<file path="src/rtl/booth_mul_pkg.sv">
package booth_mul_pkg;

  typedef struct packed {
    logic neg;
    logic one;
    logic two;
  } booth_dig_t;

  // radix-4 recoding of {b[2j+1], b[2j], b[2j-1]}
  function automatic booth_dig_t booth_enc(input logic [2:0] t);
    booth_dig_t d;
    d.neg = t[2];
    d.one = t[1] ^ t[0];
    d.two = (~t[2] & t[1] & t[0]) | (t[2] & ~t[1] & ~t[0]);
    return d;
  endfunction

endpackage

</file>
<file path="src/rtl/mul_pipe_ctl.sv">
module mul_pipe_ctl #(
  parameter int NS = 10
) (
  input  logic          clk_i,
  input  logic          rst_ni,
  input  logic          in_valid_i,
  output logic          in_ready_o,
  output logic          out_valid_o,
  input  logic          out_ready_i,
  output logic [NS-1:0] en_o
);

  logic [NS-1:0] v_q;
  logic [NS-1:0] rdy;
  logic [NS-1:0] vin;

  // a stage may load when it or any stage downstream has room
  for (genvar k = 0; k < NS; k++) begin : g_rdy
    assign rdy[k] = out_ready_i | ~(&v_q[NS-1:k]);
  end

  assign vin = {v_q[NS-2:0], in_valid_i};
  assign en_o = rdy & vin;
  assign in_ready_o = rdy[0];
  assign out_valid_o = v_q[NS-1];

  always_ff @(posedge clk_i or negedge rst_ni) begin
    if (!rst_ni) begin
      v_q <= '0;
    end else begin
      for (int k = 0; k < NS; k++) begin
        if (rdy[k]) v_q[k] <= vin[k];
      end
    end
  end

endmodule

</file>
<file path="src/rtl/booth_pp_gen.sv">
module booth_pp_gen
  import booth_mul_pkg::*;
#(
  parameter int W   = 8,
  parameter int NPP = W / 2 + 1,
  parameter int PW  = 16
) (
  input  logic                     clk_i,
  input  logic                     rst_ni,
  input  logic [1:0]               en_i,
  input  logic [W-1:0]             a_i,
  input  logic [W-1:0]             b_i,
  output logic [NPP-1:0][PW-1:0]   pp_o
);

  localparam int BX = 2 * NPP;

  logic [BX:0]              bext;
  logic [W-1:0]             a_q;
  booth_dig_t [NPP-1:0]     dig_q;
  logic [PW-1:0]            a_se;
  logic [NPP-1:0][PW-1:0]   pp_q;

  assign bext = {{(BX - W){b_i[W-1]}}, b_i, 1'b0};
  assign a_se = {{(PW - W){a_q[W-1]}}, a_q};

  function automatic logic [PW-1:0] pp_row(input booth_dig_t d, input logic [PW-1:0] x);
    logic [PW-1:0] m;
    m = d.two ? (x << 1) : (d.one ? x : '0);
    return d.neg ? (~m + PW'(1)) : m;
  endfunction

  // stage: recode
  always_ff @(posedge clk_i or negedge rst_ni) begin
    if (!rst_ni) begin
      a_q   <= '0;
      dig_q <= '0;
    end else if (en_i[0]) begin
      a_q <= a_i;
      for (int j = 0; j < NPP; j++) dig_q[j] <= booth_enc(bext[2*j +: 3]);
    end
  end

  // stage: weighted partial-product rows
  always_ff @(posedge clk_i or negedge rst_ni) begin
    if (!rst_ni) begin
      pp_q <= '0;
    end else if (en_i[1]) begin
      for (int j = 0; j < NPP; j++) pp_q[j] <= pp_row(dig_q[j], a_se) << (2 * j);
    end
  end

  assign pp_o = pp_q;

endmodule

</file>
<file path="src/rtl/csa42_tree.sv">
module csa42_tree #(
  parameter int NPP = 5,  // at most 8 rows
  parameter int PW  = 16
) (
  input  logic                   clk_i,
  input  logic                   rst_ni,
  input  logic [1:0]             en_i,
  input  logic [NPP-1:0][PW-1:0] rows_i,
  output logic [PW-1:0]          sum_o,
  output logic [PW-1:0]          car_o
);

  logic [7:0][PW-1:0] r8;
  logic [3:0][PW-1:0] l1_q;
  logic [PW-1:0]      sum_q, car_q;

  for (genvar i = 0; i < 8; i++) begin : g_pad
    if (i < NPP) begin : g_row
      assign r8[i] = rows_i[i];
    end else begin : g_zero
      assign r8[i] = '0;
    end
  end

  // x1+x2+x3+x4 == s + c (mod 2^PW); returns {c, s}
  function automatic logic [1:0][PW-1:0] c42(input logic [PW-1:0] x1, x2, x3, x4);
    logic [PW-1:0] s1, ci, s, c;
    s1 = x1 ^ x2 ^ x3;
    ci = ((x1 & x2) | (x1 & x3) | (x2 & x3)) << 1;
    s  = s1 ^ x4 ^ ci;
    c  = ((s1 & x4) | (s1 & ci) | (x4 & ci)) << 1;
    return {c, s};
  endfunction

  always_ff @(posedge clk_i or negedge rst_ni) begin
    if (!rst_ni) begin
      l1_q <= '0;
    end else if (en_i[0]) begin
      {l1_q[1], l1_q[0]} <= c42(r8[0], r8[1], r8[2], r8[3]);
      {l1_q[3], l1_q[2]} <= c42(r8[4], r8[5], r8[6], r8[7]);
    end
  end

  always_ff @(posedge clk_i or negedge rst_ni) begin
    if (!rst_ni) begin
      sum_q <= '0;
      car_q <= '0;
    end else if (en_i[1]) begin
      {car_q, sum_q} <= c42(l1_q[0], l1_q[1], l1_q[2], l1_q[3]);
    end
  end

  assign sum_o = sum_q;
  assign car_o = car_q;

endmodule

</file>
<file path="src/rtl/cond_sum_adder.sv">
module cond_sum_adder #(
  parameter int PW = 16,  // power of two
  parameter int LV = $clog2(PW)
) (
  input  logic          clk_i,
  input  logic          rst_ni,
  input  logic [LV:0]   en_i,
  input  logic [PW-1:0] x_i,
  input  logic [PW-1:0] y_i,
  output logic [PW-1:0] sum_o
);

  // new block size b: low half copied from slow, high half picked by the low-half carry
  function automatic logic [PW-1:0] merge_sum(input int b, input logic [PW-1:0] s0,
                                              input logic [PW-1:0] s1, input logic [PW-1:0] slow,
                                              input logic [PW-1:0] cl);
    logic [PW-1:0] r;
    for (int i = 0; i < PW; i++) begin
      if ((i % b) >= (b / 2)) r[i] = cl[2 * (i / b)] ? s1[i] : s0[i];
      else                    r[i] = slow[i];
    end
    return r;
  endfunction

  function automatic logic [PW-1:0] merge_car(input int b, input logic [PW-1:0] c0,
                                              input logic [PW-1:0] c1, input logic [PW-1:0] cl);
    logic [PW-1:0] r;
    r = '0;
    for (int k = 0; k < PW / 2; k++) begin
      if (k < PW / b) r[k] = cl[2*k] ? c1[2*k+1] : c0[2*k+1];
    end
    return r;
  endfunction

  for (genvar l = 0; l <= LV; l++) begin : g_lvl
    localparam int B = 1 << l;
    logic [PW-1:0] s0_q;

    if (l == 0) begin : g_base
      always_ff @(posedge clk_i or negedge rst_ni) begin
        if (!rst_ni) s0_q <= '0;
        else if (en_i[0]) s0_q <= x_i ^ y_i;
      end
    end else begin : g_mrg
      always_ff @(posedge clk_i or negedge rst_ni) begin
        if (!rst_ni) s0_q <= '0;
        else if (en_i[l])
          s0_q <= merge_sum(B, g_lvl[l-1].s0_q, g_lvl[l-1].g_c.s1_q,
                            g_lvl[l-1].s0_q, g_lvl[l-1].g_c.c0_q);
      end
    end

    // carry-in-one sums and both carries, not needed after the last level
    if (l < LV) begin : g_c
      logic [PW-1:0] s1_q, c0_q, c1_q;
      if (l == 0) begin : g_base
        always_ff @(posedge clk_i or negedge rst_ni) begin
          if (!rst_ni) begin
            s1_q <= '0; c0_q <= '0; c1_q <= '0;
          end else if (en_i[0]) begin
            s1_q <= ~(x_i ^ y_i);
            c0_q <= x_i & y_i;
            c1_q <= x_i | y_i;
          end
        end
      end else begin : g_mrg
        always_ff @(posedge clk_i or negedge rst_ni) begin
          if (!rst_ni) begin
            s1_q <= '0; c0_q <= '0; c1_q <= '0;
          end else if (en_i[l]) begin
            s1_q <= merge_sum(B, g_lvl[l-1].s0_q, g_lvl[l-1].g_c.s1_q,
                              g_lvl[l-1].g_c.s1_q, g_lvl[l-1].g_c.c1_q);
            c0_q <= merge_car(B, g_lvl[l-1].g_c.c0_q, g_lvl[l-1].g_c.c1_q, g_lvl[l-1].g_c.c0_q);
            c1_q <= merge_car(B, g_lvl[l-1].g_c.c0_q, g_lvl[l-1].g_c.c1_q, g_lvl[l-1].g_c.c1_q);
          end
        end
      end
    end
  end

  assign sum_o = g_lvl[LV].s0_q;

endmodule

</file>
<file path="src/rtl/booth_mul_pipe.sv">
module booth_mul_pipe #(
  parameter int W = 8  // even, 4..14
) (
  input  logic           clk_i,
  input  logic           rst_ni,
  input  logic           in_valid_i,
  output logic           in_ready_o,
  input  logic [W-1:0]   a_i,
  input  logic [W-1:0]   b_i,
  output logic           out_valid_o,
  input  logic           out_ready_i,
  output logic [2*W-1:0] prod_o
);

  localparam int PW  = 1 << $clog2(2 * W);
  localparam int LV  = $clog2(PW);
  localparam int NPP = W / 2 + 1;
  localparam int NS  = 6 + LV;

  logic [NS-1:0]          en;
  logic [W-1:0]           a0_q, b0_q;
  logic [NPP-1:0][PW-1:0] pp;
  logic [PW-1:0]          row_s, row_c, sum;

  mul_pipe_ctl #(.NS(NS)) u_ctl (
    .clk_i      (clk_i),
    .rst_ni     (rst_ni),
    .in_valid_i (in_valid_i),
    .in_ready_o (in_ready_o),
    .out_valid_o(out_valid_o),
    .out_ready_i(out_ready_i),
    .en_o       (en)
  );

  always_ff @(posedge clk_i or negedge rst_ni) begin
    if (!rst_ni) begin
      a0_q <= '0;
      b0_q <= '0;
    end else if (en[0]) begin
      a0_q <= a_i;
      b0_q <= b_i;
    end
  end

  booth_pp_gen #(.W(W), .NPP(NPP), .PW(PW)) u_pp (
    .clk_i (clk_i),
    .rst_ni(rst_ni),
    .en_i  (en[2:1]),
    .a_i   (a0_q),
    .b_i   (b0_q),
    .pp_o  (pp)
  );

  csa42_tree #(.NPP(NPP), .PW(PW)) u_csa (
    .clk_i (clk_i),
    .rst_ni(rst_ni),
    .en_i  (en[4:3]),
    .rows_i(pp),
    .sum_o (row_s),
    .car_o (row_c)
  );

  cond_sum_adder #(.PW(PW), .LV(LV)) u_add (
    .clk_i (clk_i),
    .rst_ni(rst_ni),
    .en_i  (en[NS-1:5]),
    .x_i   (row_s),
    .y_i   (row_c),
    .sum_o (sum)
  );

  assign prod_o = sum[2*W-1:0];

endmodule

</file>
<file path="config.mk">
export PLATFORM = sky130hd
export DESIGN_NAME = booth_mul_pipe
export DESIGN_NICKNAME = d
export VERILOG_FILES = /design/src/rtl/booth_mul_pkg.sv /design/src/rtl/mul_pipe_ctl.sv /design/src/rtl/booth_pp_gen.sv /design/src/rtl/csa42_tree.sv /design/src/rtl/cond_sum_adder.sv /design/src/rtl/booth_mul_pipe.sv
export SDC_FILE = /design/constraint.sdc
export NUM_CORES = 1
export LEC_CHECK = 0
export ABC_AREA = 0
export ABC_CLOCK_PERIOD_IN_PS = 6390
export BUFFER_PORTS_ARGS = -buffer_cell sky130_fd_sc_hd__buf_4
export CAP_MARGIN = 20
export CORE_MARGIN = 2
export CORE_UTILIZATION = 68
export CTS_CLUSTER_SIZE = 14
export DETAILED_ROUTE_END_ITERATION = 10
export PLACE_DENSITY_LB_ADDON = 0.3
export SKIP_LAST_GASP = 1
export SLEW_MARGIN = 20
export SYNTH_ARGS = -nofsm -noshare
export SYNTH_HDL_FRONTEND = slang
export SYNTH_SLANG_ARGS = --single-unit
</file>
<file path="constraint.sdc">
create_clock -name clk_i -period 6.39 [get_ports clk_i]
set_input_delay 0.639 -clock clk_i [delete_from_list [all_inputs] [get_ports clk_i]]
set_output_delay 0.639 -clock clk_i [all_outputs]
set_load 0.01 [all_outputs]
</file>
==> results.txt <==
The endpoint kind of the worst setup timing path is a flop. The number of enable flip-flop cells after synthesis came out at 0. The post-CTS setup repair buffer count came out at 0. The total chip power is 7060 uW.

For the worst flop-to-flop path, the logic depth is 8. The critical path startpoint category is a flop. The worst reg2reg path endpoint is u_pp.pp_o[42]. The share of the Yosys chip area taken by registers is 52.6%. The data arrival time at the worst-slack endpoint came out at 3180 ps. Counting I/O delays and the setup requirement, the final critical path takes 2710 ps. The power per cell area came out at 462 nW/um2.

The maximum number of pins on one net before global-route repair came out at 129. Summing over every cut layer, the via total after detailed routing is 8790. The cell count after placement is 1432. In this run the worst path has a maximum fanout of 26. Setup repair after global routing left no endpoint under its margin. The number of failing setup endpoints in the final timing report is 0.

The starting density of the core came out at 69.1%. The number of antenna diodes in the final layout is 0. The total congestion overflow after global routing is 0. During synthesis, Yosys emitted a total of 0 warnings. The clock edge transition at the registers on the reported setup and hold paths came out at 60 ps.

The average instance area after synthesis is 11.7 um2. Global routing used 45.9% of the available met2 tracks. The cell row count is 52. The flow ran to the end, and the final reports show no timing, DRC or antenna violations.

The leakage power total is 0.00680 uW. In the synthesized netlist the dominant register cell turns out to be sky130_fd_sc_hd__dfrtp_1. Summing every instance area after synthesis gives 13900 um2. On the critical path the largest part of the delay comes from flip-flops. CTS placed an instance of sky130_fd_sc_hd__clkbuf_16 at the clock tree root.

The actual slew at the worst max-slew pin came out at 927 ps. The worst reg-to-reg setup slack is 3680 ps. The count of filler cells inserted in the layout is 1291.

TritonCTS built the clock tree. The count of pins over their slew limit came out at 0. The H-tree level count is 1. The multi-input gate area in the final layout is 6140 um2. The synthesized netlist cell count came out at 1188.

Based on the critical path, the design can be clocked at up to 369 MHz. Compared with the post-synthesis result, the final layout area differs by 9.65%. The worst min-delay path class is input port to asynchronous set/reset pin.

The global-route met3 utilization is 2.98%. From bottom edge to top edge, the die measures 147 um. The count of hold-fix buffers inserted at cts came out at 0. The critical path is of the flop to flop type. In this run the count of I/O pins placed on the die edge is 38. In this run the remaining antenna-violating nets after routing total 0.

After global routing, the most crowded layer is met2. The number of gates resized after cts came out at 0. The die area is 21700 um2. The final cell utilization of the core is 75.8%. Registers take 7330 um2. The core region area came out at 20200 um2.

The critical path contains buffers and inverters numbering 0 combined. The fraction of synthesis flops using an asynchronous set or reset pin came out at 100%. The die is 147 um wide.

The final critical-path share of the clock period is 42.4%. The number of maximum-capacitance violations is 0. The number of clock sinks came out at 293. Summed over all failing endpoints, the final setup total negative slack is 0 ps.

The total DRC errors in the routed layout is 0. Port buffering added 37 buffers. The worst hold-check slack is 177 ps.

The met1 usage came out at 34.9%. Between clock sinks in the finished design, the worst skew comes to 11.5 ps. On the critical path, the stage with the largest delay is an instance of sky130_fd_sc_hd__dfrtp_1. The finished layout holds 1485 standard cells, fillers aside. The HPWL after detailed placement came out at 17400 um. VDD sags by at most 0.280 mV. The number of synthesized register bits is 293. The detail-routed net length per standard cell is 18.3 um. Using the TritonRoute via totals, the vias-per-cell ratio works out to 5.92. The insertion delay to the later sink of the worst-skew pair is 560 ps.

The count of routing violations after the opening detailed-route iteration is 514. The critical path goes through nor2_1 -> a21oi_1 -> ha_1 -> nor2b_1 -> nand3_1 -> a311oi_1 -> a31oi_1 -> o31ai_1. The number of search-and-repair iterations in the first detailed-routing pass came out at 5.

The worst stage delay on the critical path came out at 870 ps. The number of buffers between clock root and the deepest sink is 3. The number of nets in the layout came out at 1281.

The hold violation count in the final report is 0. The net count after synthesis came out at 1275. The number of library cell types mapped by synthesis is 70. The via count of the first global-routing pass is 9078. The required time reported for the critical path endpoint is 6860 ps. The number of antenna violations at the first check in global routing came out at 0.

The combined global-route utilization of all metal layers is 26.3%. The number of buffers created by CTS is 29. The overall routed net length came out at 27200 um. The first global-routing pass estimated 46400 um of wire. The placer congestion estimate is 0.881. The reg-to-reg critical path startpoint is u_pp.dig_q[6]. The tightest slew margin relative to the limit is 38.2%. Cells with a size suffix above 1 make up 22.7% of the layout.
[power by group]
| group | switching (uW) | total, uW | internal [uW] | leakage, uW |
|---|---|---|---|---|
| sequential | 590 | 3160 | 2570 | 0.00358 |
| combinational | 1040 | 2190 | 1150 | 0.00274 |
| clock | 705 | 1700 | 999 | 0.000475 |
[sequential cells by signal, summed over array words and instances, names as in the netlist]
register,count
u_add.g_lvl.s0_q,64
u_add.g_lvl.g_c.s1_q,33
u_add.sum_o,16
u_pp.pp_o,52
a0_q,8
u_pp.dig_q,12
u_csa.l1_q,28
u_csa.sum_o,16
u_add.g_lvl.g_c.c1_q,12
u_csa.car_o,10
b0_q,8
u_add.g_lvl.g_c.c0_q,16
u_pp.a_q,8
u_ctl.v_q,10
[synthesized netlist by cell type, drive strengths merged, types with 6 or more instances]
library cell  number  area share, %
and3               6           0.27
o31ai              8           0.43
a21oi             40            1.4
clkbuf            41            1.1
nor2b              9           0.46
a311oi             7           0.44
xnor2             26            1.6
nand2b            15           0.73
ha                47            4.2
dfrtp            293             53
inv               28           0.75
mux2i             45            3.2
xor2               8           0.50
nand3b             6           0.32
o21ai            128            4.6
mux2             163             13
fa                20            2.9
nand2            131            3.5
nor2              51            1.4
nand3              8           0.32
buf               34            1.5
[metrics by stage]
stage	instance area (um2)	worst slack (ps)
4_1_cts	15300	3760
3_5_place_dp	14300	3850
3_3_place_gp	14300	3890
2_1_floorplan	13900	4210
5_1_grt	15300	3530
6_report	15300	3680
[metal layers]
| layer | vias up | wire [um] |
|---|---|---|
| met5 | - | 0 |
| met4 | 0 | 820 |
| met3 | 62 | 897 |
| met2 | 183 | 14000 |
| met1 | 4407 | 11500 |
| li1 | 4138 | - |
[how the worst max path moves through the flow]
| stage | startpoint | to | cells past startpoint |
|---|---|---|---|
| 6_report | u_pp.dig_q[6] | u_pp.pp_o[42] | 8 |
| 5_1_grt | u_pp.dig_q[6] | u_pp.pp_o[42] | 8 |
| 4_1_cts | u_ctl.v_q[9] | in_ready_o | 4 |
| 3_5_place_dp | u_pp.dig_q[6] | u_pp.pp_o[42] | 8 |
| 3_3_place_gp | rst_ni | u_pp.pp_o[63] | 2 |
| 2_1_floorplan | out_ready_i | a0_q[0] | 6 |
[cell usage in the layout (no fill, tap or decap), types with 14 or more instances in the layout]
| master | instances |
|---|---|
| sky130_fd_sc_hd__buf_4 | 46 |
| sky130_fd_sc_hd__a21oi_1 | 40 |
| sky130_fd_sc_hd__mux2i_1 | 45 |
| sky130_fd_sc_hd__fa_1 | 20 |
| sky130_fd_sc_hd__nor2_1 | 51 |
| sky130_fd_sc_hd__inv_1 | 28 |
| sky130_fd_sc_hd__ha_1 | 47 |
| sky130_fd_sc_hd__mux2_2 | 163 |
| sky130_fd_sc_hd__nand2b_1 | 14 |
| sky130_fd_sc_hd__nand2_1 | 129 |
| sky130_fd_sc_hd__xnor2_1 | 26 |
| sky130_fd_sc_hd__o21ai_0 | 121 |
| sky130_fd_sc_hd__dfrtp_1 | 293 |
| sky130_fd_sc_hd__clkbuf_16 | 29 |
[cell type report]
cell class                 instances  share of cell area [%]
sequential                       293                    48.0
timing repair buffer              50                    2.66
multi-input combinational        792                    40.2
clock buffer                      44                    5.58
inverter                          28                   0.688
clock inverter                     8                   0.688
tap                              270                    2.21
[cells by family after synthesis]
| logic type | count (synthesis) | share of synthesized area (%) |
|---|---|---|
| AO/OA/AOI/OAI | 227 | 9.63 |
| adder cells (fa/ha/maj) | 67 | 7.09 |
| AND/OR/NAND/NOR | 256 | 8.74 |
| multiplexers | 208 | 16.4 |
| buffers and inverters | 103 | 3.38 |
| XOR/XNOR | 34 | 2.14 |
| flip-flops | 293 | 52.6 |
Note: power is estimated with default switching activity, not from simulation.
